<file path="config.mk">
export PLATFORM = sky130hd
export DESIGN_NAME = disc_serial_top
export DESIGN_NICKNAME = d
export VERILOG_FILES = /design/src/rtl/disc_serial_pkg.sv /design/src/rtl/disc_sync.sv /design/src/rtl/disc_edge.sv /design/src/rtl/disc_shreg.sv /design/src/rtl/disc_serial_top.sv
export SDC_FILE = /design/constraint.sdc
export NUM_CORES = 1
export LEC_CHECK = 0
export BUFFER_PORTS_ARGS = -buffer_cell sky130_fd_sc_hd__buf_2
export CAP_MARGIN = 5
export CORE_UTILIZATION = 60
export CTS_BUF_LIST = sky130_fd_sc_hd__clkbuf_4
export DETAILED_ROUTE_END_ITERATION = 16
export GPL_ROUTABILITY_DRIVEN = 0
export GPL_TIMING_DRIVEN = 0
export PLACE_DENSITY = 0.89
export SYNTH_ARGS = -nofsm -noshare
export SYNTH_HDL_FRONTEND = slang
export SYNTH_HIERARCHICAL = 1
export SYNTH_SLANG_ARGS = --single-unit
</file>
<file path="constraint.sdc">
create_clock -name clk -period 4.1 [get_ports clk]
set_input_delay 0.82 -clock clk [delete_from_list [all_inputs] [get_ports clk]]
set_output_delay 0.82 -clock clk [all_outputs]
set_load 0.005 [all_outputs]
</file>
<file path="src/rtl/disc_serial_pkg.sv">
package disc_serial_pkg;
  localparam int NCH = 8;
  localparam int SYNC_STAGES = 2;

  typedef enum logic {
    SEL_CFG  = 1'b0,
    SEL_DATA = 1'b1
  } reg_sel_e;
endpackage

</file>
<file path="src/rtl/disc_sync.sv">
module disc_sync #(
  parameter int W = 1,
  parameter int STAGES = 2,
  parameter logic [W-1:0] RST_VAL = '0
) (
  input  logic         clk,
  input  logic         rst_n,
  input  logic [W-1:0] d,
  output logic [W-1:0] q
);
  logic [W-1:0] stage [STAGES];

  genvar g;
  generate
    for (g = 0; g < STAGES; g++) begin : g_stage
      always_ff @(posedge clk or negedge rst_n) begin
        if (!rst_n) stage[g] <= RST_VAL;
        else if (g == 0) stage[g] <= d;
        else stage[g] <= stage[(g == 0) ? 0 : g-1];
      end
    end
  endgenerate

  assign q = stage[STAGES-1];
endmodule

</file>
<file path="src/rtl/disc_edge.sv">
module disc_edge (
  input  logic clk,
  input  logic rst_n,
  input  logic cs_s,
  input  logic sclk_s,
  output logic cs_fall,
  output logic cs_rise,
  output logic shift_en
);
  logic cs_d, sclk_d;

  always_ff @(posedge clk or negedge rst_n) begin
    if (!rst_n) begin
      cs_d   <= 1'b1;
      sclk_d <= 1'b0;
    end else begin
      cs_d   <= cs_s;
      sclk_d <= sclk_s;
    end
  end

  assign cs_fall  = cs_d & ~cs_s;
  assign cs_rise  = ~cs_d & cs_s;
  // a shift counts only inside an open frame, never on the capture cycle
  assign shift_en = ~sclk_d & sclk_s & ~cs_s & ~cs_fall;
endmodule

</file>
<file path="src/rtl/disc_shreg.sv">
module disc_shreg #(
  parameter int W = 8
) (
  input  logic         clk,
  input  logic         rst_n,
  input  logic         load,
  input  logic [W-1:0] load_val,
  input  logic         shift,
  input  logic         ser_in,
  output logic [W-1:0] q
);
  always_ff @(posedge clk or negedge rst_n) begin
    if (!rst_n) q <= '0;
    else if (load) q <= load_val;
    else if (shift) q <= {q[W-2:0], ser_in};
  end
endmodule

</file>
<file path="src/rtl/disc_serial_top.sv">
module disc_serial_top
  import disc_serial_pkg::*;
#(
  parameter int N = NCH
) (
  input  logic         clk,
  input  logic         rst_n,
  input  logic [N-1:0] din,
  input  logic         sel,
  input  logic         cs_n,
  input  logic         sclk,
  input  logic         sdi,
  output logic         sdo,
  output logic         sdo_en,
  output logic [N-1:0] cfg_fmt
);
  localparam int BUS_W = 4;

  logic [N-1:0] din_s;
  logic [BUS_W-1:0] bus_s;
  logic cs_s, sclk_s, sdi_s, sel_s;
  logic cs_fall, cs_rise, shift_en;
  reg_sel_e sel_q;
  logic [N-1:0] data_q, cfg_q;

  disc_sync #(.W(N), .STAGES(SYNC_STAGES), .RST_VAL('0)) u_din_sync (
    .clk(clk), .rst_n(rst_n), .d(din), .q(din_s)
  );

  // reset levels: chip select idle high, select defaults to data
  disc_sync #(.W(BUS_W), .STAGES(SYNC_STAGES), .RST_VAL(4'b1001)) u_bus_sync (
    .clk(clk), .rst_n(rst_n), .d({cs_n, sclk, sdi, sel}), .q(bus_s)
  );
  assign {cs_s, sclk_s, sdi_s, sel_s} = bus_s;

  disc_edge u_edge (
    .clk(clk), .rst_n(rst_n), .cs_s(cs_s), .sclk_s(sclk_s),
    .cs_fall(cs_fall), .cs_rise(cs_rise), .shift_en(shift_en)
  );

  always_ff @(posedge clk or negedge rst_n) begin
    if (!rst_n) sel_q <= SEL_DATA;
    else if (cs_fall) sel_q <= reg_sel_e'(sel_s);
  end

  disc_shreg #(.W(N)) u_data_sr (
    .clk(clk), .rst_n(rst_n),
    .load(cs_fall & sel_s), .load_val(din_s),
    .shift(shift_en & (sel_q == SEL_DATA)), .ser_in(sdi_s),
    .q(data_q)
  );

  disc_shreg #(.W(N)) u_cfg_sr (
    .clk(clk), .rst_n(rst_n),
    .load(1'b0), .load_val('0),
    .shift(shift_en & (sel_q == SEL_CFG)), .ser_in(sdi_s),
    .q(cfg_q)
  );

  always_ff @(posedge clk or negedge rst_n) begin
    if (!rst_n) cfg_fmt <= '0;
    else if (cs_rise && sel_q == SEL_CFG) cfg_fmt <= cfg_q;
  end

  assign sdo    = (sel_q == SEL_DATA) ? data_q[N-1] : cfg_q[N-1];
  assign sdo_en = ~cs_n;
endmodule

</file>
==> results of run 1 <==
logic make-up after synthesis:
group	share of synthesized area, %
compound gates	4.14
simple gates	5.95
buf+inv	7.76
flops	66.3
mux	15.6
other cells	0.194
routing by layer:
| layer | vias to the layer above | routed length (um) | global-route usage (%) |
|---|---|---|---|
| li1 | 506 | - | - |
| met1 | 486 | 1200 | 22.5 |
| met2 | 25 | 1290 | 30.7 |
| met3 | 6 | 117 | 6.59 |
| met4 | 0 | 50 | 9.18 |
| met5 | - | 0 | 0 |
power breakdown:
group	total (mW)	switching (mW)	internal [mW]
Clock	0.283	0.155	0.128
Combinational	0.145	0.0573	0.0879
Sequential	0.602	0.0341	0.568
placed cells by master (no fill, tap or decap):
cell	n
mux2_4	8
bufinv_16	1
o21ai_1	16
and2b_1	2
buf_6	5
inv_1	1
conb_1	15
nor2b_1	2
buf_2	23
and2_1	2
mux2_2	2
nor4b_2	1
dfstp_2	6
dfrtp_1	45
mux2i_1	16
nand2_1	16
clkinv_4	1
clkbuf_4	5
clkinv_2	1
buf_4	12
area by class of cell:
class / instances / area [um2] / area share [%]
multi-input combinational: 80 / 554 / 24.7
inverter: 1 / 3.75 / 0.168
clock buffer: 5 / 37.5 / 1.68
buffer: 17 / 146 / 6.54
clock inverter: 3 / 43.8 / 1.96
timing repair buffer: 23 / 115 / 5.14
tap: 44 / 55.1 / 2.46
sequential: 51 / 1280 / 57.3
worst register-to-register path, stage by stage (launching register included):
cell and delay, ns:
dfstp_2 0.38, buf_4 0.13, nor4b_2 0.31, and2_1 0.20, buf_6 0.16, mux2i_1 0.22, o21ai_1 0.08
flip-flops by register name, summed over array words and instances (netlist names):
| signal | flops |
|---|---|
| cfg_fmt | 8 |
| u_cfg_sr/q | 8 |
| u_data_sr/q | 8 |
| u_din_sync/q | 8 |
| u_din_sync/stage | 8 |
| u_bus_sync/q | 4 |
| u_bus_sync/stage | 4 |
| sel_q | 1 |
| u_edge/cs_d | 1 |
| u_edge/sclk_d | 1 |
worst paths after layout:
kind,startpoint,endpoint,slack (ns),depth (start not counted)
worst max register to register,u_bus_sync/q[3],u_data_sr/q[5],2.52,6
min in group asynchronous,rst_n,cfg_fmt[7],0.61,1
worst min-delay path,u_din_sync/stage[12],u_din_sync/q[4],0.35,0
max in group asynchronous,rst_n,u_din_sync/q[5],2.84,1
worst max-delay path,sel_q,sdo,1.86,2
worst min register to register,u_din_sync/stage[12],u_din_sync/q[4],0.35,0
==> results.json, run 1 <==
{
  "grt_pass1_wl_um": 4590,
  "viasPerCell": 4.57,
  "synth_top_area_share_pct": 58.2,
  "pwr_density_cell_nw_per_um2": 460,
  "firstDrtPassIters": 4,
  "period_share_pct": 54.5,
  "drt-initial-drc-count": 40,
  "fmaxAchievable_mhz": 447,
  "report.final.slew_viol_count": 0,
  "syn_inst": 135,
  "initial_utilization_pct": 63.4,
  "postCtsHoldBufs": 0,
  "cts_buffer_depth": 2,
  "drcViolationCount": 0,
  "ys_ff_latch": 51,
  "cap_viol_max_count": 0,
  "cpPeakStageDelay_ns": 0.60,
  "die_w_um": 58.8,
  "ys.warnings.count": 6,
  "relSlewSlack_pct": 30.2,
  "path_buf_inv": 1,
  "fp.dieArea_um2": 3460,
  "grt_pass1_vias": 1057,
  "cp-end-kind": "output port",
  "synthFlopType": "dfrtp_1",
  "ys_top_cells_by_count": "45 x dfrtp_1, 16 x mux2i_1, 16 x nand2_1, 16 x o21ai_1, 12 x buf_4",
  "port_buffers": 23,
  "avgSynthCellArea_um2": 14.3,
  "dp_slack_ns": 2.22,
  "hold_slack_ns": 0.352,
  "ctsResizeCount": 0,
  "total_power_mw": 1.03,
  "antenna_left": 0,
  "critical_path_required_ns": 3.28,
  "ys_types": 15,
  "track_usage_pct": 18.9,
  "place_inst": 216,
  "power.leakage_nw": 1.03,
  "cts_buffers": 5,
  "synth.most_common_cell": "dfrtp_1",
  "wl_um": 2660,
  "chipHeight_um": 58.8,
  "grt-ovfl-total": 0,
  "core-area_um2": 3050,
  "synth_seq_area_share_pct": 66.3,
  "min_period_ns": 2.24,
  "postCtsSetupBuffers": 0,
  "area_growth_pct": 15.7,
  "hold_violations": 0,
  "rsz0062_at_grt": "false",
  "post-dp-hpwl_um": 1780,
  "cts_root_buf": "clkbuf_4",
  "drive_gt1_share_pct": 36.1,
  "cts_tree": "done",
  "critical_path.startpoint_type": "register",
  "synth.area.top_cells": "dfrtp_1 58%, mux2i_1 8.3%, dfstp_2 8.1%",
  "worstPathArrival_ns": 1.42,
  "cts_sinks": 51,
  "instances_no_fill": 224,
  "setup-tns-final_ns": 0,
  "synth_edf_count": 0,
  "post-route-worst-setup-slack_ns": 1.86,
  "clk_pin_slew_worst_paths_ns": 0.14,
  "tightest_slew_ns": 1.05,
  "ir_drop_uv": 295,
  "utilization_pct": 73.4,
  "async_flop_share_pct": 100,
  "worstHoldPathType": "register to register",
  "finalSetupViolations": 0,
  "io_pins": 24,
  "dpl_cell_area_um2": 2160,
  "fin_skew_ns": 0.0108,
  "antenna_found_initial": 0,
  "wl_per_cell_um": 11.9,
  "fin_area_um2": 2240,
  "crit_path_cell_trace": "mux2_2 > buf_2",
  "vias": 1023,
  "worstSkewPairLatency_ns": 0.37,
  "cp_max_fo": 5,
  "antenna_cells": 0,
  "rows": 20,
  "syn_area_um2": 1940,
  "nFillCells": 199,
  "nNetsFinal": 193,
  "grt_max_degree": 52,
  "cp_top_family": "flip-flops",
  "htreeDepth": 2,
  "status": "complete, no violations",
  "path_class": "register to output port",
  "synth_top_area_cell": "dfrtp_1",
  "slowest_stage": "dfstp_2"
}
No activity file was read; power rests on OpenSTA's default activity.
==> inputs of run 2 (changes only) <==
CORE_UTILIZATION = 53   (was 60)
PLACE_DENSITY = 0.84   (was 0.89)
clock period = 2.05 ns   (was 4.1 ns; I/O delays follow)
==> results.json, run 2 (synthesis gave the netlist of run 1 again) <==
{
  "status": "complete, no violations",
  "crit_path_cell_trace": "mux2_2 > buf_2",
  "ctsResizeCount": 0,
  "path_class": "register to output port",
  "layout_commonest_cell": "dfrtp_1",
  "fp.dieArea_um2": 3900,
  "firstDrtPassIters": 3,
  "report.final.slew_viol_count": 0,
  "fin_area_um2": 2250,
  "slowest_stage": "dfstp_2",
  "pwr_density_cell_nw_per_um2": 923,
  "rsz0062_at_grt": "false",
  "core-area_um2": 3420,
  "path_buf_inv": 1,
  "cap_viol_max_count": 0,
  "grt_pass1_wl_um": 4840,
  "period_share_pct": 88.8,
  "chipHeight_um": 62.4,
  "initial_utilization_pct": 56.7,
  "total_power_mw": 2.07,
  "vias": 1034,
  "wl_per_cell_um": 11.9,
  "grt_max_degree": 52,
  "area_growth_pct": 16.0,
  "cpPeakStageDelay_ns": 0.59,
  "utilization_pct": 65.8,
  "relSlewSlack_pct": 30.1,
  "worstPathArrival_ns": 1.41,
  "track_usage_pct": 16.6,
  "finalSetupViolations": 0,
  "die_w_um": 62.4,
  "worstSkewPairLatency_ns": 0.37,
  "power.leakage_nw": 1.03,
  "tightest_slew_ns": 1.05,
  "hold_violations": 0,
  "cp.depth": 2,
  "layout_common_cells": "45 x dfrtp_1, 23 x buf_2, 16 x mux2i_1, 16 x nand2_1, 16 x o21ai_1",
  "worstHoldPathCells": 1,
  "port_buffers": 23,
  "cts_sinks": 51,
  "wl_um": 2700,
  "cts_root_buf": "clkbuf_4",
  "antenna_found_initial": 0,
  "antenna_left": 0,
  "postCtsHoldBufs": 0,
  "ir_drop_uv": 614,
  "dpl_cell_area_um2": 2160,
  "grt-ovfl-total": 0,
  "postCtsSetupBuffers": 0,
  "drive_gt1_share_pct": 36.1,
  "drt-initial-drc-count": 24,
  "viasPerCell": 4.58,
  "htreeDepth": 2,
  "critical_path_required_ns": 1.64,
  "cts_buffers": 5,
  "post-dp-hpwl_um": 1920,
  "grt_pass1_vias": 1109,
  "nNetsFinal": 193,
  "cp_top_family": "flip-flops",
  "setup-tns-final_ns": 0,
  "fmaxAchievable_mhz": 549,
  "ff2ff_setup_slack_ns": 0.53,
  "worstHoldPathType": "primary input to register",
  "ff2ff_path_depth": 5,
  "io_pins": 24,
  "hold_slack_ns": 0.132,
  "cts_buffer_depth": 2,
  "cp_max_fo": 5,
  "critical_path.startpoint_type": "register",
  "cts_tree": "done",
  "rows": 21,
  "drcViolationCount": 0,
  "fin_skew_ns": 0.0140,
  "antenna_cells": 0,
  "clk_pin_slew_worst_paths_ns": 0.14,
  "min_period_ns": 1.82,
  "cp-end-kind": "output port"
}
## run 2: cell count changes in the layout (fill, tap and decap cells not counted)
cell / before / now
inv_6: 0 / 1
clkinv_2: 1 / 0
## run 2: power breakdown
| part | switching, mW | total (mW) | leakage, nW | internal (mW) |
|---|---|---|---|---|
| sequential | 0.0678 | 1.20 | 0.602 | 1.14 |
| combinational | 0.118 | 0.294 | 0.384 | 0.176 |
| clock | 0.312 | 0.575 | 0.0458 | 0.263 |
## run 2: layer usage
metal / vias up / track usage (%) / part of all wire (%)
met5: - / 0 / 0
met4: 0 / 8.14 / 2.1
met2: 21 / 27.6 / 50
met1: 498 / 19.7 / 44
met3: 7 / 5.11 / 4.3
li1: 508 / - / -
## run 2: cell type report
class / count / area, um2
well taps: 46 / 57.6
clock inverters: 3 / 47.5
fillers: 262 / 1170
plain buffers: 17 / 146
flip-flops and latches: 51 / 1280
repair buffers: 23 / 115
inverters: 1 / 3.75
multi-input cells: 80 / 554
clock buffers: 5 / 37.5
## run 2: metrics by stage
stage | instances | setup slack (ns)
floorplan | 149 | 0.620
detailed placement | 218 | 0.515
global placement | 218 | 0.580
finish | 226 | 0.230
CTS | 226 | 0.201
global route | 226 | 0.158
## run 2: final timing paths
path	startpoint	end
max	sel_q	sdo
min	sel	u_bus_sync/stage[4]
max reg2reg	u_bus_sync/q[3]	cfg_fmt[0]
min reg2reg	u_din_sync/stage[12]	u_din_sync/q[4]
max in group asynchronous	rst_n	cfg_fmt[0]
min in group asynchronous	rst_n	u_din_sync/q[4]
## run 2: worst register-to-register path: stages (launching register included)
cell and delay, ns:
dfstp_2 0.54, buf_4 0.11, nor2b_1 0.11, nor2b_1 0.18
buf_6 0.18, mux2_4 0.31
==> inputs of run 3 (changes only) <==
PLACE_DENSITY = 0.77   (was 0.84)
==> results.json, run 3 (synthesis gave the netlist of run 1 again) <==
{
  "ctsResizeCount": 0,
  "wl_per_cell_um": 11.4,
  "grt-ovfl-total": 0,
  "port_buffers": 23,
  "critical_path.startpoint_type": "register",
  "power.leakage_nw": 1.03,
  "ir_drop_uv": 552,
  "layout_common_cells": "45 x dfrtp_1, 23 x buf_2, 16 x mux2i_1, 16 x nand2_1, 16 x o21ai_1",
  "grt_pass1_vias": 1034,
  "cp_max_fo": 5,
  "ff2ff_path_depth": 6,
  "cts_root_buf": "clkbuf_4",
  "worstHoldStart": "din[5]",
  "worstPathArrival_ns": 1.41,
  "fp.dieArea_um2": 3900,
  "layout_commonest_cell": "dfrtp_1",
  "worstSkewPairLatency_ns": 0.37,
  "worstHoldEndpoint": "u_din_sync/stage[13]",
  "reg2reg_to": "u_cfg_sr/q[1]",
  "cts_sinks": 51,
  "nNetsFinal": 193,
  "worstHoldPathType": "primary input to register",
  "rows": 21,
  "track_usage_pct": 15.5,
  "drive_gt1_share_pct": 36.1,
  "vias": 1025,
  "grt_max_degree": 52,
  "ff2ff_setup_slack_ns": 0.51,
  "cts_tree": "done",
  "drcViolationCount": 0,
  "period_share_pct": 88.9,
  "fin_skew_ns": 0.00830,
  "viasPerCell": 4.54,
  "initial_utilization_pct": 56.7,
  "finalSetupViolations": 0,
  "htreeDepth": 2,
  "clk_pin_slew_worst_paths_ns": 0.14,
  "firstDrtPassIters": 4,
  "wl_um": 2590,
  "r2r-start": "u_bus_sync/q[3]",
  "post-dp-hpwl_um": 1790,
  "cts_buffer_depth": 2,
  "antenna_cells": 0,
  "setup-tns-final_ns": 0,
  "drt-initial-drc-count": 65,
  "report.final.slew_viol_count": 0,
  "min_period_ns": 1.82,
  "relSlewSlack_pct": 29.0,
  "cp-end-kind": "output port",
  "tightest_slew_ns": 1.07,
  "postCtsSetupBuffers": 0,
  "io_pins": 24,
  "hold_violations": 0,
  "pwr_density_cell_nw_per_um2": 916,
  "path_class": "register to output port",
  "startpoint": "sel_q",
  "chipHeight_um": 62.4,
  "grt_pass1_wl_um": 4480,
  "instances_no_fill": 226,
  "die_w_um": 62.4,
  "cts_buffers": 5,
  "antenna_left": 0,
  "antenna_found_initial": 0,
  "area_growth_pct": 15.9,
  "critical_path_required_ns": 1.64,
  "place_inst": 218,
  "fmaxAchievable_mhz": 549,
  "status": "complete, no violations",
  "rsz0062_at_grt": "false",
  "worstHoldPathCells": 1,
  "postCtsHoldBufs": 0,
  "core-area_um2": 3420,
  "cap_viol_max_count": 0
}
[run 3: changes by cell type in the layout (fill, tap and decap cells not counted), sizes merged]
cell      before  now
clkbuf         5    6
clkinv         1    0
clkinvlp       0    1
inv            2    1
[run 3: layer usage]
layer | routed length [um] | GRT usage, % | share of wire, % | vias up
met2 | 1280 | 25.5 | 49 | 25
li1 | - | - | - | 506
met3 | 125 | 4.38 | 4.8 | 8
met4 | 70 | 9.59 | 2.7 | 0
met1 | 1110 | 17.9 | 43 | 486
met5 | 0 | 0 | 0 | -
[run 3: worst max-delay path, stage by stage (launching register included)]
cell and delay, ns:
dfstp_2 0.59, mux2_2 0.34, buf_2 0.13
[run 3: worst max-delay path by stage]
| stage | endpoint | slack, ns | cells past startpoint |
|---|---|---|---|
| after global routing | sdo | 0.15 | 2 |
| after floorplan | cfg_fmt[0] | 0.62 | 5 |
| after CTS | sdo | 0.20 | 2 |
| final | sdo | 0.23 | 2 |
| after global placement | u_data_sr/q[6] | 0.57 | 6 |
| after detailed placement | u_cfg_sr/q[1] | 0.51 | 6 |
[run 3: report_power, final]
group	leakage (nW)	switching [mW]	internal [mW]
Combinational	0.384	0.110	0.176
Clock	0.0419	0.298	0.271
Sequential	0.602	0.0654	1.14
[run 3: area by class of cell]
type,count,area [um2]
Clock buffer,6,45.0
Clock inverter,2,37.5
Multi-Input combinational cell,80,554
Timing Repair Buffer,23,115
Buffer,17,146
Inverter,1,3.75
Sequential cell,51,1280
Tap cell,46,57.6
Fill cell,261,1170
[run 3: per-stage QoR]
step           utilization [%]  setup slack [ns]  area [um2]  hold WS, ns  power (mW)
4_1_cts                   65.7             0.199        2240        0.111        2.08
5_1_grt                   65.7             0.155        2240       0.0963        2.16
2_1_floorplan                -             0.620        1990        0.114        1.39
6_report                  65.7             0.228        2240        0.134        2.06
3_3_place_gp              63.3             0.571        2160        0.331        1.50
3_5_place_dp              63.3             0.509        2160        0.335        1.51
